**config.mk**
```make
export PLATFORM = sky130hd
export DESIGN_NAME = tm_commit_unit
export DESIGN_NICKNAME = d
export VERILOG_FILES = /design/src/rtl/tm_pkg.sv /design/src/rtl/tm_wbuf.sv /design/src/rtl/tm_snap.sv /design/src/rtl/tm_ctrl.sv /design/src/rtl/tm_commit_unit.sv
export SDC_FILE = /design/constraint.sdc
export NUM_CORES = 1
export LEC_CHECK = 0
export BUFFER_PORTS_ARGS = -buffer_cell sky130_fd_sc_hd__buf_2
export CORE_MARGIN = 2
export CORE_UTILIZATION = 40
export CTS_CLUSTER_DIAMETER = 150
export DETAILED_ROUTE_END_ITERATION = 8
export PLACE_DENSITY_LB_ADDON = 0.05
export SLEW_MARGIN = 10
export SYNTH_ARGS = -nofsm -noshare
export SYNTH_HDL_FRONTEND = slang
export SYNTH_HIERARCHICAL = 1
export SYNTH_SLANG_ARGS = --single-unit
```
**constraint.sdc**
```tcl
create_clock -name clk -period 5.87 [get_ports clk]
set_input_delay 1.174 -clock clk [delete_from_list [all_inputs] [get_ports clk]]
set_output_delay 1.174 -clock clk [all_outputs]
set_load 0.1 [all_outputs]
```
**src/rtl/tm_pkg.sv**
```systemverilog
package tm_pkg;

    typedef enum logic [1:0] {
        ST_IDLE   = 2'd0,
        ST_ACTIVE = 2'd1,
        ST_COMMIT = 2'd2
    } tm_state_e;

    typedef enum logic [1:0] {
        CODE_COMMIT   = 2'd0,
        CODE_CONFLICT = 2'd1,
        CODE_OVERFLOW = 2'd2,
        CODE_NESTED   = 2'd3
    } tm_code_e;

    // Cause priority: conflict, then nested begin, then overflow.
    function automatic tm_code_e pick_cause(input logic conflict, input logic nested);
        if (conflict)    return CODE_CONFLICT;
        else if (nested) return CODE_NESTED;
        else             return CODE_OVERFLOW;
    endfunction

endpackage

```
**src/rtl/tm_wbuf.sv**
```systemverilog
module tm_wbuf #(
    parameter int DEPTH = 8,
    parameter int AW    = 8,
    parameter int DW    = 16,
    localparam int IW   = $clog2(DEPTH),
    localparam int CW   = $clog2(DEPTH + 1)
) (
    input  logic          clk,
    input  logic          rst,
    input  logic          clear,
    input  logic          wr_en,
    input  logic [AW-1:0] key_addr,
    input  logic [DW-1:0] wr_data,
    output logic          hit,
    output logic [DW-1:0] hit_data,
    output logic [CW-1:0] count,
    input  logic [IW-1:0] rd_idx,
    output logic [AW-1:0] rd_addr,
    output logic [DW-1:0] rd_data
);
    logic [AW-1:0]    ent_addr [DEPTH];
    logic [DW-1:0]    ent_data [DEPTH];
    logic [DEPTH-1:0] match;
    logic [IW-1:0]    hit_idx;

    for (genvar g = 0; g < DEPTH; g++) begin : g_cmp
        assign match[g] = (CW'(g) < count) && (ent_addr[g] == key_addr);
    end

    assign hit = |match;

    always_comb begin
        hit_idx  = '0;
        hit_data = '0;
        for (int i = 0; i < DEPTH; i++) begin
            if (match[i]) begin
                hit_idx  = IW'(i);
                hit_data = ent_data[i];
            end
        end
    end

    always_ff @(posedge clk) begin
        if (rst || clear) begin
            count <= '0;
        end else if (wr_en) begin
            if (hit) begin
                ent_data[hit_idx] <= wr_data;
            end else if (count < CW'(DEPTH)) begin
                ent_addr[count[IW-1:0]] <= key_addr;
                ent_data[count[IW-1:0]] <= wr_data;
                count <= count + CW'(1);
            end
        end
    end

    assign rd_addr = ent_addr[rd_idx];
    assign rd_data = ent_data[rd_idx];

endmodule

```
**src/rtl/tm_snap.sv**
```systemverilog
module tm_snap #(
    parameter int W = 64
) (
    input  logic         clk,
    input  logic         rst,
    input  logic         capture,
    input  logic [W-1:0] d,
    output logic [W-1:0] q
);
    always_ff @(posedge clk) begin
        if (rst)          q <= '0;
        else if (capture) q <= d;
    end
endmodule

```
**src/rtl/tm_ctrl.sv**
```systemverilog
module tm_ctrl
    import tm_pkg::*;
#(
    parameter int DEPTH = 8,
    localparam int IW   = $clog2(DEPTH),
    localparam int CW   = $clog2(DEPTH + 1)
) (
    input  logic          clk,
    input  logic          rst,
    input  logic          tx_begin,
    input  logic          tx_end,
    input  logic          conflict,
    input  logic          st_req,
    input  logic          buf_hit,
    input  logic [CW-1:0] buf_count,
    input  logic          mem_ready,
    output tm_state_e     state,
    output logic [IW-1:0] drain_idx,
    output logic          buf_clear,
    output logic          buf_wr,
    output logic          snap_capture,
    output logic          restore_pulse,
    output logic          done_pulse,
    output tm_code_e      code
);
    logic in_act, ovf, abort_now, last;

    always_comb begin
        in_act       = (state == ST_ACTIVE);
        ovf          = in_act && st_req && !tx_end && !buf_hit && (buf_count == CW'(DEPTH));
        abort_now    = in_act && (conflict || tx_begin || ovf);
        buf_wr       = in_act && st_req && !tx_end && !abort_now;
        snap_capture = (state == ST_IDLE) && tx_begin;
        buf_clear    = snap_capture || abort_now;
        last         = (CW'(drain_idx) + CW'(1)) == buf_count;
    end

    always_ff @(posedge clk) begin
        if (rst) begin
            state         <= ST_IDLE;
            drain_idx     <= '0;
            restore_pulse <= 1'b0;
            done_pulse    <= 1'b0;
            code          <= CODE_COMMIT;
        end else begin
            restore_pulse <= 1'b0;
            done_pulse    <= 1'b0;
            unique case (state)
                ST_IDLE: if (tx_begin) state <= ST_ACTIVE;
                ST_ACTIVE: begin
                    if (abort_now) begin
                        code          <= pick_cause(conflict, tx_begin);
                        restore_pulse <= 1'b1;
                        done_pulse    <= 1'b1;
                        state         <= ST_IDLE;
                    end else if (tx_end) begin
                        if (buf_count == '0) begin
                            code       <= CODE_COMMIT;
                            done_pulse <= 1'b1;
                            state      <= ST_IDLE;
                        end else begin
                            drain_idx <= '0;
                            state     <= ST_COMMIT;
                        end
                    end
                end
                ST_COMMIT: begin
                    if (mem_ready) begin
                        if (last) begin
                            code       <= CODE_COMMIT;
                            done_pulse <= 1'b1;
                            state      <= ST_IDLE;
                        end else begin
                            drain_idx <= drain_idx + IW'(1);
                        end
                    end
                end
                default: state <= ST_IDLE;
            endcase
        end
    end
endmodule

```
**src/rtl/tm_commit_unit.sv**
```systemverilog
module tm_commit_unit
    import tm_pkg::*;
#(
    parameter int AW    = 8,
    parameter int DW    = 16,
    parameter int NREG  = 4,
    parameter int DEPTH = 8
) (
    input  logic               clk,
    input  logic               rst,
    input  logic               tx_begin,
    input  logic               tx_end,
    input  logic               conflict_in,
    input  logic               core_req,
    input  logic               core_we,
    input  logic [AW-1:0]      core_addr,
    input  logic [DW-1:0]      core_wdata,
    output logic [DW-1:0]      core_rdata,
    output logic               mem_we,
    output logic [AW-1:0]      mem_addr,
    output logic [DW-1:0]      mem_wdata,
    input  logic [DW-1:0]      mem_rdata,
    input  logic               mem_ready,
    input  logic [NREG*DW-1:0] rf_snap,
    output logic               rf_restore,
    output logic [NREG*DW-1:0] rf_restore_data,
    output logic               tx_active,
    output logic               busy,
    output logic               tx_done,
    output logic [1:0]         abort_code
);
    localparam int SNAPW = NREG * DW;
    localparam int IW    = $clog2(DEPTH);
    localparam int CW    = $clog2(DEPTH + 1);

    tm_state_e     state;
    tm_code_e      code;
    logic [IW-1:0] drain_idx;
    logic [CW-1:0] buf_count;
    logic          buf_clear, buf_wr, buf_hit, snap_capture;
    logic [DW-1:0] hit_data, drain_data;
    logic [AW-1:0] drain_addr;

    tm_ctrl #(.DEPTH(DEPTH)) u_ctrl (
        .clk(clk), .rst(rst), .tx_begin(tx_begin), .tx_end(tx_end),
        .conflict(conflict_in), .st_req(core_req && core_we),
        .buf_hit(buf_hit), .buf_count(buf_count), .mem_ready(mem_ready),
        .state(state), .drain_idx(drain_idx), .buf_clear(buf_clear),
        .buf_wr(buf_wr), .snap_capture(snap_capture),
        .restore_pulse(rf_restore), .done_pulse(tx_done), .code(code)
    );

    tm_wbuf #(.DEPTH(DEPTH), .AW(AW), .DW(DW)) u_wbuf (
        .clk(clk), .rst(rst), .clear(buf_clear), .wr_en(buf_wr),
        .key_addr(core_addr), .wr_data(core_wdata),
        .hit(buf_hit), .hit_data(hit_data), .count(buf_count),
        .rd_idx(drain_idx), .rd_addr(drain_addr), .rd_data(drain_data)
    );

    tm_snap #(.W(SNAPW)) u_snap (
        .clk(clk), .rst(rst), .capture(snap_capture),
        .d(rf_snap), .q(rf_restore_data)
    );

    always_comb begin
        tx_active = (state == ST_ACTIVE);
        busy      = (state == ST_COMMIT);
        if (busy) begin
            mem_we    = 1'b1;
            mem_addr  = drain_addr;
            mem_wdata = drain_data;
        end else begin
            mem_we    = (state == ST_IDLE) && core_req && core_we;
            mem_addr  = core_addr;
            mem_wdata = core_wdata;
        end
        core_rdata = (tx_active && buf_hit) ? hit_data : mem_rdata;
        abort_code = code;
    end
endmodule

```
Word level (Yosys, flattened, before mapping)
Memories as Yosys holds them, arrays and structs flattened. A register that Yosys moved wholly into a read port is not among the register bits.
Index checks and enable logic that the tools add are counted.
- shift-type cells: 0
- bitwise logic cells: 2
- divide/modulo/power cells: 0
- $lt $le $gt $ge: 9
- $mul: 0
- equal/unequal tests: 21
- reduce and logical (&&, ||, !) cells: 36
- add/sub/neg operators: 3
- mux-type cells: 61
- operator list (kind ; number):
    2-to-1 mux 16 bit ; 11
    equality test 8 bit ; 8
    2-to-1 mux 3 bit ; 14
    2-to-1 mux 2 bit ; 12
    logical AND 1 bit ; 19
    2-to-1 mux 1 bit ; 19
    less-than comparator 3 x 4 -> 1 bit, first input constant ; 4
    OR reduction 16 bit ; 1
    inequality test 2 bit, second input constant ; 6
    less-than comparator 1 x 4 -> 1 bit, first input constant ; 2
    less-than comparator 2 x 4 -> 1 bit, first input constant ; 2
    2-to-1 mux 8 bit ; 1
    OR reduction 8 bit ; 1
    case mux 2 bit (3 select lines) ; 1
    case mux 3 bit (2 select lines) ; 1
    AND reduction 6 bit ; 1
    AND reduction 5 bit ; 1
    adder 3 x 1 -> 4 bit, second input constant ; 1
    adder 4 x 1 -> 4 bit, second input constant ; 1
    equality test 4 bit ; 1
    equality test 4 bit, second input constant ; 1
    zero test 4 bit ; 1
    logical OR 1 bit ; 4
    less-than comparator 4 bit, second input constant ; 1
    15 further kinds ; 18
- memories kept: 2
- bits in read-only memories: 0
- logic and storage cells: 141
- RAM bits: 192
- bits in latches: 0
- input bits: 112
- output and inout bits: 111
- register bits after elaboration: 77
- memories (name ; words ; width ; read ports ; clocked after memory_dff ; write ports ; line ; source):
    u_wbuf.ent_data ; 8 ; 16 ; 9 ; 1 ; 1 ; tm_wbuf.sv:22 ; logic [DW-1:0] ent_data [DEPTH];
    u_wbuf.ent_addr ; 8 ; 8 ; 9 ; 1 ; 1 ; tm_wbuf.sv:21 ; logic [AW-1:0] ent_addr [DEPTH];

Logic depth before layout (Yosys ltp)
Gate-level depths: netlist of the first run.
An unclocked memory read counts as a cell.
- word-level depth: 16
- depth in mapped cells: 21
- depth with buffers taken out: 18

Hierarchy
The synthesis of the first run kept the hierarchy.
- modules (own cells, without submodules) (module ; area each (µm²) ; seq. area each (µm²) ; instances ; cells an instance):
    tm_wbuf ; 9636.7 ; 5845.6 ; 1 ; 615
    tm_snap ; 2290.9 ; 1281.2 ; 1 ; 206
    tm_ctrl ; 721.9 ; 180.2 ; 1 ; 85
    tm_commit_unit ; 669.4 ; 0.0 ; 1 ; 50

Worst setup path before layout of the first run
Ideal clock, no wire load.
- kind: input-to-reg
- start: input core_addr[6]
- end: memory u_wbuf.ent_data[2][0] (enable)
- path slack: -0.165 ns
- path buffers: 3
- setup time: 0.413 ns
- stages on the path: 19
- required time: 5.457 ns
- arrival: 5.622 ns
- cell sequence: buf_6 > xor2_1 > or3_4 > nor3_4 > nor4_2 > buf_2 > clkbuf_1 > nand2_1 > and4bb_2 > nand3_1 > nand2_1 > a21o_2 > or3b_2 > nor2_1 > nand2_1 > nor3_1 > o31ai_1 > nand2_1 > nor3b_1
- elaborated cells on any way between the ends: 44
- classes of those cells: eq/ne (8); mux (17); reduce/logical (19)
- RTL lines (item ; line ; source):
    start, declared ; tm_commit_unit.sv:16 ; input logic [AW-1:0] core_addr,
    equality test 8 bit ; tm_wbuf.sv:27 ; assign match[g] = (CW'(g) < count) && (ent_addr[g] == key_addr);
    logical AND 1 bit ; tm_wbuf.sv:27 ;
    OR reduction 8 bit * ; tm_wbuf.sv:30 ; assign hit = |match;
    named net buf_hit ; tm_commit_unit.sv:40 ; logic buf_clear, buf_wr, buf_hit, snap_capture;
    zero test 1 bit * ; tm_ctrl.sv:30 ; ovf = in_act && st_req && !tx_end && !buf_hit && (buf_count == CW'(DEPTH));
    logical AND 1 bit * (2 in series) ; tm_ctrl.sv:30 ;
    logical OR 1 bit * ; tm_ctrl.sv:31 ; abort_now = in_act && (conflict || tx_begin || ovf);
    logical AND 1 bit * ; tm_ctrl.sv:31 ;
    logical OR 1 bit * ; tm_ctrl.sv:34 ; buf_clear = snap_capture || abort_now;
    named net buf_clear ; tm_commit_unit.sv:40 ;
    logical OR 1 bit * ; tm_wbuf.sv:44 ; if (rst || clear) begin
    2-to-1 mux 1 bit ; tm_wbuf.sv:44 ;
    2-to-1 mux 1 bit (implied by the code) ; tm_wbuf.sv:51 ; ent_data[count[IW-1:0]] <= wr_data;
    OR reduction 16 bit (no line) ; n/a ;
    2-to-1 mux 3 bit (no line) / 2-to-1 mux 1 bit (equally long branches) ; n/a ;
    end, declared ; tm_wbuf.sv:22 ;
The timed path passes the listed nets; every way through them passes the cells marked *.

Final worst setup path of the first run
- start: input core_addr[1]
- end: output core_rdata[5]
- longest elaborated chain between the ends: 11
- elaborated cells on any way between the ends: 27
- classes of those cells: eq/ne (8); mux (9); reduce/logical (10)
- RTL lines (item ; line ; source):
    equality test 8 bit ; tm_wbuf.sv:27 ;
    logical AND 1 bit ; tm_wbuf.sv:27 ;
    2-to-1 mux 16 bit (7 in series) ; tm_wbuf.sv:36 ; if (match[i]) begin
    2-to-1 mux 16 bit * ; tm_wbuf.sv:36 ;
    named net hit_data[5] ; tm_commit_unit.sv:41 ; logic [DW-1:0] hit_data, drain_data;
    2-to-1 mux 16 bit * ; tm_commit_unit.sv:77 ; core_rdata = (tx_active && buf_hit) ? hit_data : mem_rdata;
    end, declared ; tm_commit_unit.sv:18 ; output logic [DW-1:0] core_rdata,
Marks and branches as above.

==> results.cfg, run 1 <==
[sta]
skew_ns = 0.0107
tightest_slew_ns = 1.07
drv_slew = 0
worst_slack_ns = 0.347
fmax_mhz = 181
setup_tns_ns = 0
finalWorstPathRequiredPeriod_ns = 5.52
setup_viol = 0
slew_headroom_pct = 28.7
rsz0062_at_grt = no
hold_violations = 0
period_share_pct = 94.1

[critical_path]
worstSetupStartpointType = input port
cp.arrival_ns = 4.35
cp.required_ns = 4.70
crit_path_top_delay_cell = and2b_1
critPathKind = in2out
critPathMaxFanout = 22
path_cells = buf_2 -> xnor2_1 -> nand4_1 -> nor4_4 -> buf_4 -> and2b_1 -> a221oi_1 -> a211o_1 -> nand3_1 -> mux2_4 -> buf_12
cp_slowest_stage_delay_ns = 0.61
critPathCaptureType = primary output

[drt]
via_count = 8934
routedWlPerCell_um = 22.3
totalWireLength_um = 36900
ant_nets = 0
vias_per_cell = 5.39
dr.first_iter.drc_count = 577
remaining_drc_errors = 0
firstDrtPassIters = 5

[floorplanning]
core_area_mm2 = 0.0327
die_w_um = 186
rows = 66
die_y_um = 186
initial_core_util_pct = 40.7
fp.dieArea_mm2 = 0.0348
ios = 223

[clock_tree]
cts_root_buffer = clkbuf_16
post_cts_buffers = 0
cts_resized = 0
insertion_delay_ns = 0.55
clk_pin_slew_worst_paths_ns = 0.06
htreeDepth = 1
cts_made_buffers = 28
cts.sinks = 269
clk_path_buf_depth = 3
ctsHoldBuffers = 0
cts_tree = yes

[global_routing]
grt_antenna_before_repair = 2
grt_usage_pct = 21.0
grt_max_degree = 81
grt_pass1_wl_um = 56700
gr-total-overflow = 0
first_global_vias = 9337

[synthesis]
yosys_warnings = 6
ys_seq_elements = 269
netlist_top_cells_area = edfxtp_1 43%, dfxtp_1 12%, mux4_2 8.1%
yosysTopAreaCell = edfxtp_1
synth_flop_cell = edfxtp_1
synth_nets = 1075
synth-edff-count = 192
synth_top_area_share_pct = 43.3
synth-seq-area-share_pct = 54.9
netlist_area_mm2 = 0.0133
async_reset_ff_share_pct = 0
ys_types = 73
synth_area_per_cell_um2 = 13.9
synth_cells = 956

[final_layout]
seq_area_mm2 = 0.00731
final_nets = 1312
multi_input_area_mm2 = 0.00560
layout-drive-gt1-share_pct = 37.7
fillers = 2937
stdcell_area_mm2 = 0.0161
synthToLayoutAreaGrowth_pct = 20.8

[flow_run]
drv_cap = 0

[placement]
place_area_mm2 = 0.0152
hpwl_um = 24100
routabilityCongestion = 0.787
dp_slack_ns = 0.309
io_buffers = 222

[hold_path]
hp-class = reg2reg

[outcome]
status = finished clean

[pwr]
leakagePower_nw = 5.97
irDropWorstVdd_mv = 0.219
power.density_mw_per_mm2 = 271
state kept, by name, indices dropped and copies added (netlist names):
name	cells
u_ctrl/done_pulse	1
u_wbuf/ent_data	128
u_ctrl/code	2
u_ctrl/state	2
u_ctrl/restore_pulse	1
u_ctrl/drain_idx	3
u_snap/q	64
u_wbuf/count	4
u_wbuf/ent_addr	64
layout by cell type (no fill, tap or decap), types with 5 or more instances in the layout:
master and instances:
a21oi_1 12, a22o_1 22, buf_12 17, buf_2 206, buf_4 45, clkbuf_16 28, clkinv_1 8, dfxtp_1 75
edfxtp_1 192, ha_1 7, inv_1 13, mux2_2 35, mux2_4 30, mux2i_1 93, mux4_2 48, nand2_1 38
nand3_1 10, nand4_1 12, nor2_1 97, nor3_1 14, nor3_2 6, nor4_4 5, o211ai_1 12, o21ai_0 12
o22ai_1 5, xnor2_1 58, xor2_1 10
cell usage after synthesis, types with 11 or more instances:
master	n
inv_1	13
o21ai_0	12
buf_6	11
nand2_1	38
mux2i_1	93
edfxtp_1	192
dfxtp_1	77
mux4_2	48
nand4_1	12
o211ai_1	12
mux2_4	30
a22o_1	22
buf_2	12
a21oi_1	12
mux2_2	35
buf_1	11
clkbuf_1	13
nor3_1	19
nor2_1	97
xnor2_1	58
final timing paths:
kind	startpoint	endpoint	slack, ns	depth (start not counted)
max	core_addr[1]	core_rdata[5]	0.35	11
min	u_ctrl/code[1]	u_ctrl/code[1]	0.48	2
max reg2reg	u_wbuf/count[1]	u_wbuf/ent_data[2][2]	0.92	19
min reg2reg	u_ctrl/code[1]	u_ctrl/code[1]	0.48	2
cells by family (layout without fill, tap and decap cells):
| group | count (synthesis) | after routing | synth area share [%] |
|---|---|---|---|
| fa+ha+maj | 7 | 7 | 0.658 |
| xor+xnor | 69 | 69 | 4.59 |
| compound gates | 103 | 103 | 5.78 |
| buf+inv | 74 | 333 | 3.72 |
| other cells | 0 | 1 | 0 |
| flops | 269 | 269 | 54.9 |
| simple gates | 228 | 228 | 8.94 |
| mux | 206 | 206 | 21.4 |
metal layers:
| layer | share of wire [%] | track usage, % |
|---|---|---|
| met4 | 2.2 | 5.16 |
| met1 | 46 | 29.8 |
| met3 | 7.8 | 5.28 |
| met2 | 44 | 32.4 |
| met5 | 0.033 | 0 |
metrics by stage:
stage | power, mW | hold slack [ns] | std cells | util (%)
detailed placement | 2.74 | 0.470 | 1605 | 46.6
finish | 4.36 | 0.475 | 1658 | 49.2
global placement | 2.74 | 0.462 | 1605 | 46.6
CTS | 4.41 | 0.479 | 1657 | 49.2
global route | 4.51 | 0.512 | 1658 | 49.2
floorplan | 2.60 | 0.520 | 956 | -
area by class of cell:
cell class	instances	share of cell area, %
diodes	1	0.0156
inverters	13	0.303
multi-input cells	613	34.8
clock buffers	38	4.88
clock inverters	14	0.443
repair buffers	268	10.6
well taps	442	3.44
flip-flops and latches	269	45.5
worst max-delay path, delay by kind of cell:
family | cells | cell delay, ns
simple gates | 4 | 1.18
buf+inv | 3 | 0.92
compound gates | 2 | 0.54
mux | 1 | 0.30
xor+xnor | 1 | 0.20
where the power goes:
group / total (mW) / switching, mW / internal [mW]
combinational: 0.619 / 0.468 / 0.150
sequential: 2.08 / 0.0164 / 2.06
clock: 1.66 / 0.728 / 0.932
total: 4.36 / 1.21 / 3.14
No activity file was read; power rests on OpenSTA's default activity.
==> run 2, diff against run 1 <==
- ABC_AREA: unset -> 1
==> run 2 against run 1 <==
Against the previous run:
- count of clock-buffer cells in the layout is 5 higher
- wire length is 28% higher
- critical path type unchanged
- clock skew is 0.021 ns higher
- clock power is 22% higher
- utilization is 1.7 points lower
- hold slack worse by 0.0086 ns
- register-to-register slack better by 0.59 ns
- die area is 13% higher
- combinational power grew to 3.8 times the previous value
- cell area is 8.7% higher
- sequential power is 9% higher
- synthesized cell count is 110% higher
==> results.cfg, run 2 <==
[outcome]
status = finished clean

[sta]
slew_headroom_pct = 24.2
period_share_pct = 87.5
setup_viol = 0
drv_slew = 0
hold_violations = 0
finalWorstPathRequiredPeriod_ns = 5.13
tightest_slew_ns = 1.13
skew_ns = 0.0313
setup_tns_ns = 0
fmax_mhz = 195
rsz0062_at_grt = no

[final_layout]
diodes = 0
fin_cells = 2659
layout-drive-gt1-share_pct = 18.3
final_nets = 2285
final_common_cell = nand2_1
regMostFlops = u_wbuf/ent_data
final_cell_mix = 624 x nand2_1, 254 x inv_1, 224 x nor2_1, 222 x buf_2, 192 x edfxtp_1
largest_reg_flops = 128
stdcell_area_mm2 = 0.0175
synthToLayoutAreaGrowth_pct = 16.4

[synthesis]
synth_most_common_cell = nand2_1
yosys-top-cells-count = 624 x nand2_1, 256 x inv_1, 225 x nor2_1
ys_types = 45
yosysTopAreaCell = edfxtp_1
synth-seq-area-share_pct = 48.6
synth_cells = 1969
synth_top_area_share_pct = 38.4
synth_flop_cell = edfxtp_1
async_reset_ff_share_pct = 0
synth_area_per_cell_um2 = 7.63
netlist_top_cells_area = edfxtp_1 38%, nand2_1 16%, dfxtp_1 10%
synth_nets = 2088
ys_seq_elements = 269
synth-edff-count = 192
netlist_area_mm2 = 0.0150
yosys_warnings = 6

[drt]
routedWlPerCell_um = 17.7
via_count = 13400
ant_nets = 0
firstDrtPassIters = 6
vias_per_cell = 5.06
remaining_drc_errors = 0
dr.first_iter.drc_count = 1047
totalWireLength_um = 47100

[clock_tree]
cts_root_buffer = clkbuf_16
cts_made_buffers = 34
cts.sinks = 269
htreeDepth = 2
ctsHoldBuffers = 0
cts_resized = 0
clk_pin_slew_worst_paths_ns = 0.05
post_cts_buffers = 0
cts_tree = yes
clk_path_buf_depth = 3
insertion_delay_ns = 0.53

[floorplanning]
initial_core_util_pct = 40.8
fp.dieArea_mm2 = 0.0391
die_w_um = 198
rows = 70
core_area_mm2 = 0.0368
ios = 223
die_y_um = 198

[global_routing]
grt_pass1_wl_um = 72500
first_global_vias = 12700
gr-total-overflow = 0
grt_max_degree = 78
grt_antenna_before_repair = 2
grt_usage_pct = 24.1

[pwr]
seqPwrFrac_pct = 33.9
leakagePower_nw = 8.21
clkPwrFrac_pct = 30.4
internal-power_mw = 3.78
sw_frac_of_total_pct = 43.3
irDropWorstVdd_mv = 0.425
comb_power_share_pct = 35.7
power.switching_mw = 2.89
power.density_mw_per_mm2 = 381

[placement]
routabilityCongestion = 0.960
hpwl_um = 31900
io_buffers = 222
place_area_mm2 = 0.0164
dpl.cell_count = 2598

[critical_path]
cp.arrival_ns = 3.96
cp.required_ns = 4.70
critPathCaptureType = primary output
critPathMaxFanout = 17
critPathKind = in2out
worstSetupStartpointType = input port

[flow_run]
drv_cap = 0

[hold_path]
hp-class = reg2reg
==> run 2: changes by cell type after synthesis, moves of 75 or more <==
cell / previous run / this run
nand2_1: 38 / 624
inv_1: 13 / 256
nor2_1: 97 / 225
o21ai_0: 12 / 120
mux2i_1: 93 / 0
nand3_1: 10 / 85
==> run 2: cells by family after synthesis <==
| logic type | after synthesis | synth area share, % |
|---|---|---|
| buf+inv | 379 | 11.1 |
| xor+xnor | 8 | 0.466 |
| fa+ha+maj | 7 | 0.583 |
| compound gates | 273 | 10.2 |
| flops | 269 | 48.6 |
| simple gates | 1033 | 29.0 |
==> run 2: final cells by class <==
cell class	instances	area [um2]
Fill cell	3703	19300
Sequential cell	269	7310
Multi-Input combinational cell	1321	6050
Timing Repair Buffer	256	1370
Inverter	284	1090
Clock buffer	43	905
Tap cell	468	586
Clock inverter	18	175
==> run 2: routing by layer <==
metal	GRT usage [%]	up-vias	share of wire [%]
li1	-	6711	-
met1	33.4	6137	45
met2	38.8	533	44
met3	4.77	60	8.7
met4	5.90	4	1.8
met5	0	-	0.051
==> run 2: metrics by stage <==
| stage | power, mW | hold slack (ns) | util (%) | setup slack, ns |
|---|---|---|---|---|
| 6_report | 6.66 | 0.467 | 47.5 | 0.737 |
| 5_1_grt | 6.98 | 0.487 | 47.5 | 0.450 |
| 4_1_cts | 6.73 | 0.467 | 47.5 | 0.768 |
| 3_5_place_dp | 4.68 | 0.460 | 44.6 | 0.751 |
| 3_3_place_gp | 4.67 | 0.453 | 44.6 | 0.817 |
| 2_1_floorplan | 4.28 | 0.520 | - | 1.37 |
==> run 2: path summary, 6_finish.rpt <==
check	from	endpoint	slack [ns]	cells past startpoint
max reg2reg	u_wbuf/count[1]	u_wbuf/ent_data[3][11]	1.51	24
max	core_addr[5]	core_rdata[11]	0.74	14
min	u_snap/q[13]	u_snap/q[13]	0.47	2
min reg2reg	u_snap/q[13]	u_snap/q[13]	0.47	2
==> run 2: critical path, cell delays in order <==
cell,delay [ns]
buf_2,0.28
inv_4,0.11
nand2_1,0.19
nand2_1,0.09
nor2_1,0.10
nand3_1,0.07
nor4_1,0.33
nand2_1,0.15
inv_1,0.52
nand2_1,0.10
nand2_1,0.19
nand4_1,0.12
nand2_1,0.10
buf_2,0.42
==> run 2: power by group through the flow <==
stage	Sequential, mW	Clock [mW]	Combinational (mW)
after global placement	2.29	0	2.38
after global routing	2.28	2.15	2.55
after CTS	2.26	2.08	2.39
after detailed placement	2.30	0	2.39
after floorplan	3.04	0	1.24
final	2.26	2.03	2.38
